**config.mk**
```make
export PLATFORM = sky130hd
export DESIGN_NAME = mdio_mgmt_master
export DESIGN_NICKNAME = d
export VERILOG_FILES = /design/src/rtl/mdio_mgmt_pkg.sv /design/src/rtl/mdio_mgmt_mdcgen.sv /design/src/rtl/mdio_mgmt_seq.sv /design/src/rtl/mdio_mgmt_dp.sv /design/src/rtl/mdio_mgmt_master.sv
export SDC_FILE = /design/constraint.sdc
export NUM_CORES = 1
export LEC_CHECK = 0
export BUFFER_PORTS_ARGS = -buffer_cell sky130_fd_sc_hd__buf_2
export CAP_MARGIN = 20
export CELL_PAD_IN_SITES_DETAIL_PLACEMENT = 1
export CELL_PAD_IN_SITES_GLOBAL_PLACEMENT = 1
export CORE_MARGIN = 2
export CORE_UTILIZATION = 38
export DETAILED_ROUTE_END_ITERATION = 8
export GPL_TIMING_DRIVEN = 0
export PLACE_DENSITY = 0.83
export SLEW_MARGIN = 20
export SYNTH_ARGS = -nofsm -noshare
export SYNTH_HDL_FRONTEND = slang
export SYNTH_SLANG_ARGS = --single-unit
export TNS_END_PERCENT = 50
```
**constraint.sdc**
```tcl
create_clock -name clk -period 2.41 [get_ports clk]
set_input_delay 0.3615 -clock clk [delete_from_list [all_inputs] [get_ports clk]]
set_output_delay 0.3615 -clock clk [all_outputs]
set_load 0.02 [all_outputs]
```
**src/rtl/mdio_mgmt_pkg.sv**
```systemverilog
package mdio_mgmt_pkg;

  // operation code that turns the line around for PHY data
  localparam logic [1:0] OP_READ = 2'b10;

  // strobes from the sequencer to the word datapath
  typedef struct packed {
    logic load;     // accept a new management word
    logic capture;  // store mdioIn into the data field
    logic drive;    // master owns the MDIO line this bit time
  } mdioStrobe_t;

endpackage

```
**src/rtl/mdio_mgmt_mdcgen.sv**
```systemverilog
module mdio_mgmt_mdcgen #(
  parameter int BASE_DIV = 8,
  parameter int SEL_W    = 2
) (
  input  logic             clk,
  input  logic             rstN,
  input  logic             run,
  input  logic             stop,
  input  logic [SEL_W-1:0] divSel,
  output logic             mdc,
  output logic             riseTick,
  output logic             fallTick
);
  localparam int BASE_HALF = BASE_DIV / 2;
  localparam int MAX_HALF  = BASE_HALF << ((1 << SEL_W) - 1);
  localparam int CNT_W     = $clog2(MAX_HALF);

  logic [CNT_W-1:0] divCnt;
  logic [CNT_W:0]   halfLen;
  logic [CNT_W:0]   halfLast;
  logic             tick;

  assign halfLen  = (CNT_W+1)'(BASE_HALF) << divSel;
  assign halfLast = halfLen - 1'b1;
  assign tick     = run && !stop && ({1'b0, divCnt} == halfLast);
  assign riseTick = tick && !mdc;
  assign fallTick = tick && mdc;

  always_ff @(posedge clk) begin
    if (!rstN) begin
      divCnt <= '0;
      mdc    <= 1'b0;
    end else if (!run || stop) begin
      divCnt <= '0;
      mdc    <= 1'b0;
    end else if (tick) begin
      divCnt <= '0;
      mdc    <= ~mdc;
    end else begin
      divCnt <= divCnt + 1'b1;
    end
  end

  // each mdc half lasts the selected half period
  assert_half_period_R8: assert property (@(posedge clk) disable iff (!rstN)
    (run && !stop && !$stable(mdc)) |-> ($past(divCnt) == halfLast[CNT_W-1:0]));

endmodule

```
**src/rtl/mdio_mgmt_seq.sv**
```systemverilog
module mdio_mgmt_seq
  import mdio_mgmt_pkg::*;
#(
  parameter int PREAMBLE_LEN = 32,
  parameter int WORD_W       = 32,
  parameter int DATA_W       = 16,
  parameter int SEL_W        = 2,
  localparam int FRAME_BITS  = PREAMBLE_LEN + WORD_W,
  localparam int IDX_W       = $clog2(FRAME_BITS)
) (
  input  logic             clk,
  input  logic             rstN,
  input  logic             wrEn,
  input  logic             portEn,
  input  logic [SEL_W-1:0] divSel,
  input  logic             isRead,
  input  logic             riseTick,
  input  logic             fallTick,
  output logic             busy,
  output logic             stop,
  output logic [SEL_W-1:0] divSelQ,
  output logic [IDX_W-1:0] bitIdx,
  output mdioStrobe_t      strobe
);
  localparam int REL_START = FRAME_BITS - DATA_W - 2;
  localparam int CAP_START = FRAME_BITS - DATA_W;
  localparam int LAST_BIT  = FRAME_BITS - 1;

  logic load;
  logic done;

  assign load = wrEn && portEn && !busy;
  assign stop = busy && !portEn;
  assign done = fallTick && (bitIdx == IDX_W'(LAST_BIT));

  always_comb begin
    strobe.load    = load;
    strobe.capture = riseTick && portEn && isRead && (bitIdx >= IDX_W'(CAP_START));
    strobe.drive   = busy && !(isRead && (bitIdx >= IDX_W'(REL_START)));
  end

  always_ff @(posedge clk) begin
    if (!rstN) begin
      busy    <= 1'b0;
      bitIdx  <= '0;
      divSelQ <= '0;
    end else if (load) begin
      busy    <= 1'b1;
      bitIdx  <= '0;
      divSelQ <= divSel;
    end else if (stop || done) begin
      busy    <= 1'b0;
      bitIdx  <= '0;
    end else if (fallTick) begin
      bitIdx  <= bitIdx + 1'b1;
    end
  end

  // a falling mdc moves the frame one bit forward or ends it
  assert_bit_advance_R4: assert property (@(posedge clk) disable iff (!rstN)
    (busy && portEn && fallTick) |=> (!busy || bitIdx == $past(bitIdx) + 1'b1));

  // an accepted word starts the frame at its first bit
  assert_start_frame_R2: assert property (@(posedge clk) disable iff (!rstN)
    load |=> (busy && bitIdx == '0));

endmodule

```
**src/rtl/mdio_mgmt_dp.sv**
```systemverilog
module mdio_mgmt_dp
  import mdio_mgmt_pkg::*;
#(
  parameter int PREAMBLE_LEN = 32,
  parameter int WORD_W       = 32,
  parameter int DATA_W       = 16,
  localparam int FRAME_BITS  = PREAMBLE_LEN + WORD_W,
  localparam int IDX_W       = $clog2(FRAME_BITS)
) (
  input  logic              clk,
  input  logic              rstN,
  input  logic [WORD_W-1:0] wrData,
  input  mdioStrobe_t       strobe,
  input  logic [IDX_W-1:0]  bitIdx,
  input  logic              mdioIn,
  output logic [WORD_W-1:0] word,
  output logic              isRead,
  output logic              mdioOut
);
  localparam int LAST_BIT = FRAME_BITS - 1;
  localparam int WPOS_W   = $clog2(WORD_W);
  localparam int DPOS_W   = $clog2(DATA_W);
  localparam int OP_HI    = WORD_W - 3;

  logic [IDX_W-1:0]  fromEnd;
  logic [WPOS_W-1:0] wordPos;
  logic [DPOS_W-1:0] dataPos;
  logic              frameBit;

  assign fromEnd  = IDX_W'(LAST_BIT) - bitIdx;
  assign wordPos  = fromEnd[WPOS_W-1:0];
  assign dataPos  = fromEnd[DPOS_W-1:0];
  assign isRead   = (word[OP_HI -: 2] == OP_READ);
  assign frameBit = (bitIdx < IDX_W'(PREAMBLE_LEN)) ? 1'b1 : word[wordPos];
  assign mdioOut  = strobe.drive && frameBit;

  always_ff @(posedge clk) begin
    if (!rstN) begin
      word <= '0;
    end else if (strobe.load) begin
      word <= wrData;
    end else if (strobe.capture) begin
      word[dataPos] <= mdioIn;
    end
  end

  // capture only ever touches the data field
  assert_header_kept_R7: assert property (@(posedge clk) disable iff (!rstN)
    !strobe.load |=> $stable(word[WORD_W-1:DATA_W]));

endmodule

```
**src/rtl/mdio_mgmt_master.sv**
```systemverilog
module mdio_mgmt_master
  import mdio_mgmt_pkg::*;
#(
  parameter int PREAMBLE_LEN = 32,
  parameter int WORD_W       = 32,
  parameter int DATA_W       = 16,
  parameter int BASE_DIV     = 8,
  parameter int SEL_W        = 2
) (
  input  logic              clk,
  input  logic              rstN,
  input  logic              portEn,
  input  logic              wrEn,
  input  logic [WORD_W-1:0] wrData,
  input  logic [SEL_W-1:0]  divSel,
  output logic [WORD_W-1:0] mgmtWord,
  output logic              idle,
  output logic              mdc,
  output logic              mdioOut,
  output logic              mdioOe,
  input  logic              mdioIn
);
  localparam int FRAME_BITS = PREAMBLE_LEN + WORD_W;
  localparam int IDX_W      = $clog2(FRAME_BITS);

  logic             busy;
  logic             stop;
  logic             isRead;
  logic             riseTick;
  logic             fallTick;
  logic [SEL_W-1:0] divSelQ;
  logic [IDX_W-1:0] bitIdx;
  mdioStrobe_t      strobe;

  mdio_mgmt_seq #(
    .PREAMBLE_LEN(PREAMBLE_LEN), .WORD_W(WORD_W), .DATA_W(DATA_W), .SEL_W(SEL_W)
  ) u_seq (
    .clk(clk), .rstN(rstN), .wrEn(wrEn), .portEn(portEn), .divSel(divSel),
    .isRead(isRead), .riseTick(riseTick), .fallTick(fallTick), .busy(busy),
    .stop(stop), .divSelQ(divSelQ), .bitIdx(bitIdx), .strobe(strobe)
  );

  mdio_mgmt_mdcgen #(.BASE_DIV(BASE_DIV), .SEL_W(SEL_W)) u_mdcgen (
    .clk(clk), .rstN(rstN), .run(busy), .stop(stop), .divSel(divSelQ),
    .mdc(mdc), .riseTick(riseTick), .fallTick(fallTick)
  );

  mdio_mgmt_dp #(
    .PREAMBLE_LEN(PREAMBLE_LEN), .WORD_W(WORD_W), .DATA_W(DATA_W)
  ) u_dp (
    .clk(clk), .rstN(rstN), .wrData(wrData), .strobe(strobe), .bitIdx(bitIdx),
    .mdioIn(mdioIn), .word(mgmtWord), .isRead(isRead), .mdioOut(mdioOut)
  );

  assign idle   = !busy;
  assign mdioOe = strobe.drive;

  // nothing is driven toward the PHY between frames
  assert_quiet_idle_R1: assert property (@(posedge clk) disable iff (!rstN)
    idle |-> (!mdc && !mdioOe));

  // an accepted write clears idle on the next cycle
  assert_idle_drop_R2: assert property (@(posedge clk) disable iff (!rstN)
    (wrEn && portEn && idle) |=> !idle);

  // while a frame runs the word header cannot be replaced
  assert_word_hold_busy_R3: assert property (@(posedge clk) disable iff (!rstN)
    !idle |=> $stable(mgmtWord[WORD_W-1:DATA_W]));

  // inside a frame the data line moves only with a falling mdc
  assert_mdio_on_fall_R5: assert property (@(posedge clk) disable iff (!rstN)
    (!idle && !$past(idle) && !$stable(mdioOut)) |-> $fell(mdc));

  // dropping the enable ends the frame at once
  assert_abort_R9: assert property (@(posedge clk) disable iff (!rstN)
    (!idle && !portEn) |=> (idle && !mdc && !mdioOe));

endmodule

```
==> key figures <==
Worst hold path
  – Hold Path Sink: u_dp.word[26]
  – Hold WC Path Type: primary input to register
  – Hold Path Cell Cnt: 3
  – Min-delay src: wrData[26]

Power and ir drop
  – P_int: 1.12 mW
  – Sw Pwr: 0.443 mW
  – PwrDens: 461 nW/µm²
  – Clock power share: 33.7%
  – Gate power share: 13.9%
  – Leakage: 1.28 nW
  – VDD IR-drop max: 227 µV
  – Sequential power share: 52.5%
  – Net Sw Frac: 28.4%

Logic synthesis
  – Register area share after synthesis: 34.6%
  – Largest area contributor in the netlist: dfxtp_1
  – Main synth FF type: dfxtp_1
  – Top post-synthesis cells by area: dfxtp_1 35%, nand2_1 9.5%, mux2i_1 8.5%, a21boi_0 5.0%, mux4_2 4.1%
  – Syn. warnings: 0
  – Asr flop ratio synth: 0%
  – Post-Synthesis Cells: 317
  – Synthesized area: 2720 µm²
  – Synth Net Count: 361
  – Commonest cells post-synth: 69 x nand2_1, 47 x dfxtp_1, 23 x mux2i_1, 18 x a21boi_0
  – Count leader, synth: nand2_1
  – Seq cells post-synth: 47
  – Top cell type's share of synthesized area: 34.6%
  – Post-synthesis area per instance: 8.57 µm²
  – Cell variety after synth: 47
  – Number of synthesized flops with an enable pin: 0

Setup path
  – Reg2reg start: u_mdcgen.divCnt[0]
  – Crit path kind: register to primary output
  – WP buf/inv: 3
  – Most frequent CP cell: buf_6
  – Slowest-stage cell, CP: a2111oi_2
  – Worst EP arrival: 2030 ps
  – Crit start category: register
  – R2R depth: 7
  – CP required: 2050 ps
  – Crit path largest cell delay: 410 ps
  – Worst R2R End: u_dp.word[12]
  – R2R Setup Slk: 280 ps
  – CP Depth: 6
  – CP Capture Type: primary output
  – Crit-path leading delay family: compound AO/OA/AOI/OAI gates
  – Worst Path Max Fanout: 10
  – Crit-path cells: buf_6, clkinvlp_4, a2111oi_2, nor4_1, o311a_1, buf_6

Timing
  – Final setup violation count: 0
  – Clock Skew: 9.55 ps
  – Min Tclk post-route: 2390 ps
  – Fin Setup TNS: 0 ps
  – Final Hold Viols: 0
  – Fin crit share: 99.2%
  – Final Slew Violations: 0
  – Slew headroom: 59.6%
  – RSZ-0062 raised after global routing: yes
  – Maximum clock frequency: 418 MHz
  – Worst-Margin Slew: 604 ps

Floorplanning
  – Chip Height: 88.6 µm
  – Die span in x: 88.6 µm
  – Ports: 75
  – Initial Utilization: 39.6%
  – Std cell rows: 30
  – Core ar.: 6870 µm²
  – Die area: 7840 µm²

Clocking
  – CTS Root Cell: clkbuf_8
  – Clock sink total: 47
  – Hold-fix buffer count after cts: 0
  – CTS buffer count: 5
  – Clk_lat worst skew: 310 ps
  – CTS tree: yes
  – CTS clk-pin slew, worst paths: 90 ps
  – H-tree Lvls: 2
  – CTS Buffer Depth: 2

Drt
  – DRT iter0 DRCs: 218
  – Routed Antenna Nets: 0
  – Via count: 2731
  – Number of remaining DRC errors: 0
  – Drt first pass iters: 4
  – WL final: 8.82 mm
  – Routed wire per std cell: 17.8 µm
  – Vias per cell: 5.51

Global route
  – GRT overflow: 0
  – Initial antenna violation count: 0
  – Largest net degree at the start of global routing: 16
  – All-Layer GR Usage: 23.7%
  – Vias in the first global route: 2773
  – First-pass GRT wire length: 14.3 mm

Final layout
  – Antenna Cells: 0
  – Nets: 443
  – Share of layout cells above drive strength 1: 29.3%
  – Post-Layout Cell Count: 496
  – Area Overhead vs Synth: 24.4%

Placement
  – Placed cell count: 485
  – Placer Congestion: 0.897
  – HPWL after DPL: 6.49 mm
  – Port Buffer Count: 72

Flow run
  – Total of max-cap violations: 0

Run status
  – Status: finished, final reports clean
-- routing by layer --
metal  up-vias  GRT usage, %  part of all wire, %
li1       1309             -                    -
met1      1309          31.9                   44
met2        98          37.7                   47
met3        15          4.66                  6.6
met4         0          9.37                  2.0
met5         -             0                    0
-- placed cells by master (no fill, tap or decap), drive strengths merged, types with 5 or more instances in the layout --
master and n:
a21boi 18, a21oi 6, and3 7, buf 80, clkbuf 23, dfxtp 47
ha 5, inv 6, mux2i 23, mux4 5, nand2 70, nand3 9
nor2 13, nor3 5, o211ai 15, o21ai 13, o31ai 16
-- final cells by class --
type	instances	area, µm²
clock inverters	2	16.3
clock buffers	6	82.6
plain buffers	22	113
inverters	7	30.0
repair buffers	75	389
fillers	858	3490
flip-flops and latches	47	946
multi-input cells	241	1680
well taps	96	120
-- registers in the layout, summed over array words and instances (netlist names) --
register / count
u_dp.word: 32
u_seq.bitIdx: 6
u_mdcgen.divCnt: 5
u_seq.divSelQ: 2
u_mdcgen.mdc: 1
u_seq.busy: 1
-- per-stage QoR --
stage	area [µm²]	total power, mW	hold slack, ps	util (%)	setup slack [ps]
2_1_floorplan	2720	0.960	418	-	396
3_3_place_gp	3200	1.04	428	46.6	126
3_5_place_dp	3200	1.05	438	46.6	30.3
4_1_cts	3340	1.57	286	48.6	0.798
5_1_grt	3380	1.62	297	49.2	-48.2
6_report	3380	1.56	287	49.2	19.1
-- worst min-delay path: cells and delay by family --
kind	cells	cell delay, ps
AOI/OAI and AO/OA	1	60
buffers and inverters	1	100
and+or+nand+nor	1	40
-- cells by family after synthesis --
| kind of cell | count (synthesis) | synth area share (%) |
|---|---|---|
| XOR/XNOR | 5 | 1.61 |
| adder cells (fa/ha/maj) | 5 | 2.30 |
| AND/OR/NAND/NOR | 120 | 20.4 |
| multiplexers | 29 | 13.0 |
| flip-flops | 47 | 34.6 |
| buffers and inverters | 29 | 4.56 |
| AO/OA/AOI/OAI | 82 | 23.4 |
-- worst max-delay path by stage --
stage | start | to | slack (ps)
final | u_seq.bitIdx[1] | mdioOut | 20
after global routing | u_seq.bitIdx[1] | mdioOut | -50
after CTS | u_seq.bitIdx[0] | mdioOut | 0.8
after detailed placement | u_seq.bitIdx[1] | mdioOut | 30
after global placement | u_seq.bitIdx[1] | mdioOut | 130
after floorplan | u_seq.bitIdx[3] | mdioOut | 400
-- power by group through the flow --
stage	clock network [mW]	registers, mW	logic (mW)
2_1_floorplan	0	0.855	0.105
3_3_place_gp	0	0.835	0.208
3_5_place_dp	0	0.836	0.213
4_1_cts	0.535	0.818	0.214
5_1_grt	0.563	0.821	0.238
6_report	0.525	0.818	0.216
-- repair_timing --
item / 4_1_cts / 5_1_grt
setup buffers: 2 / 1
pin swaps: 0 / 1
resized for setup: 11 / 9
setup endpoints to repair: 1 / 1
No activity file was read; power rests on OpenSTA's default activity.
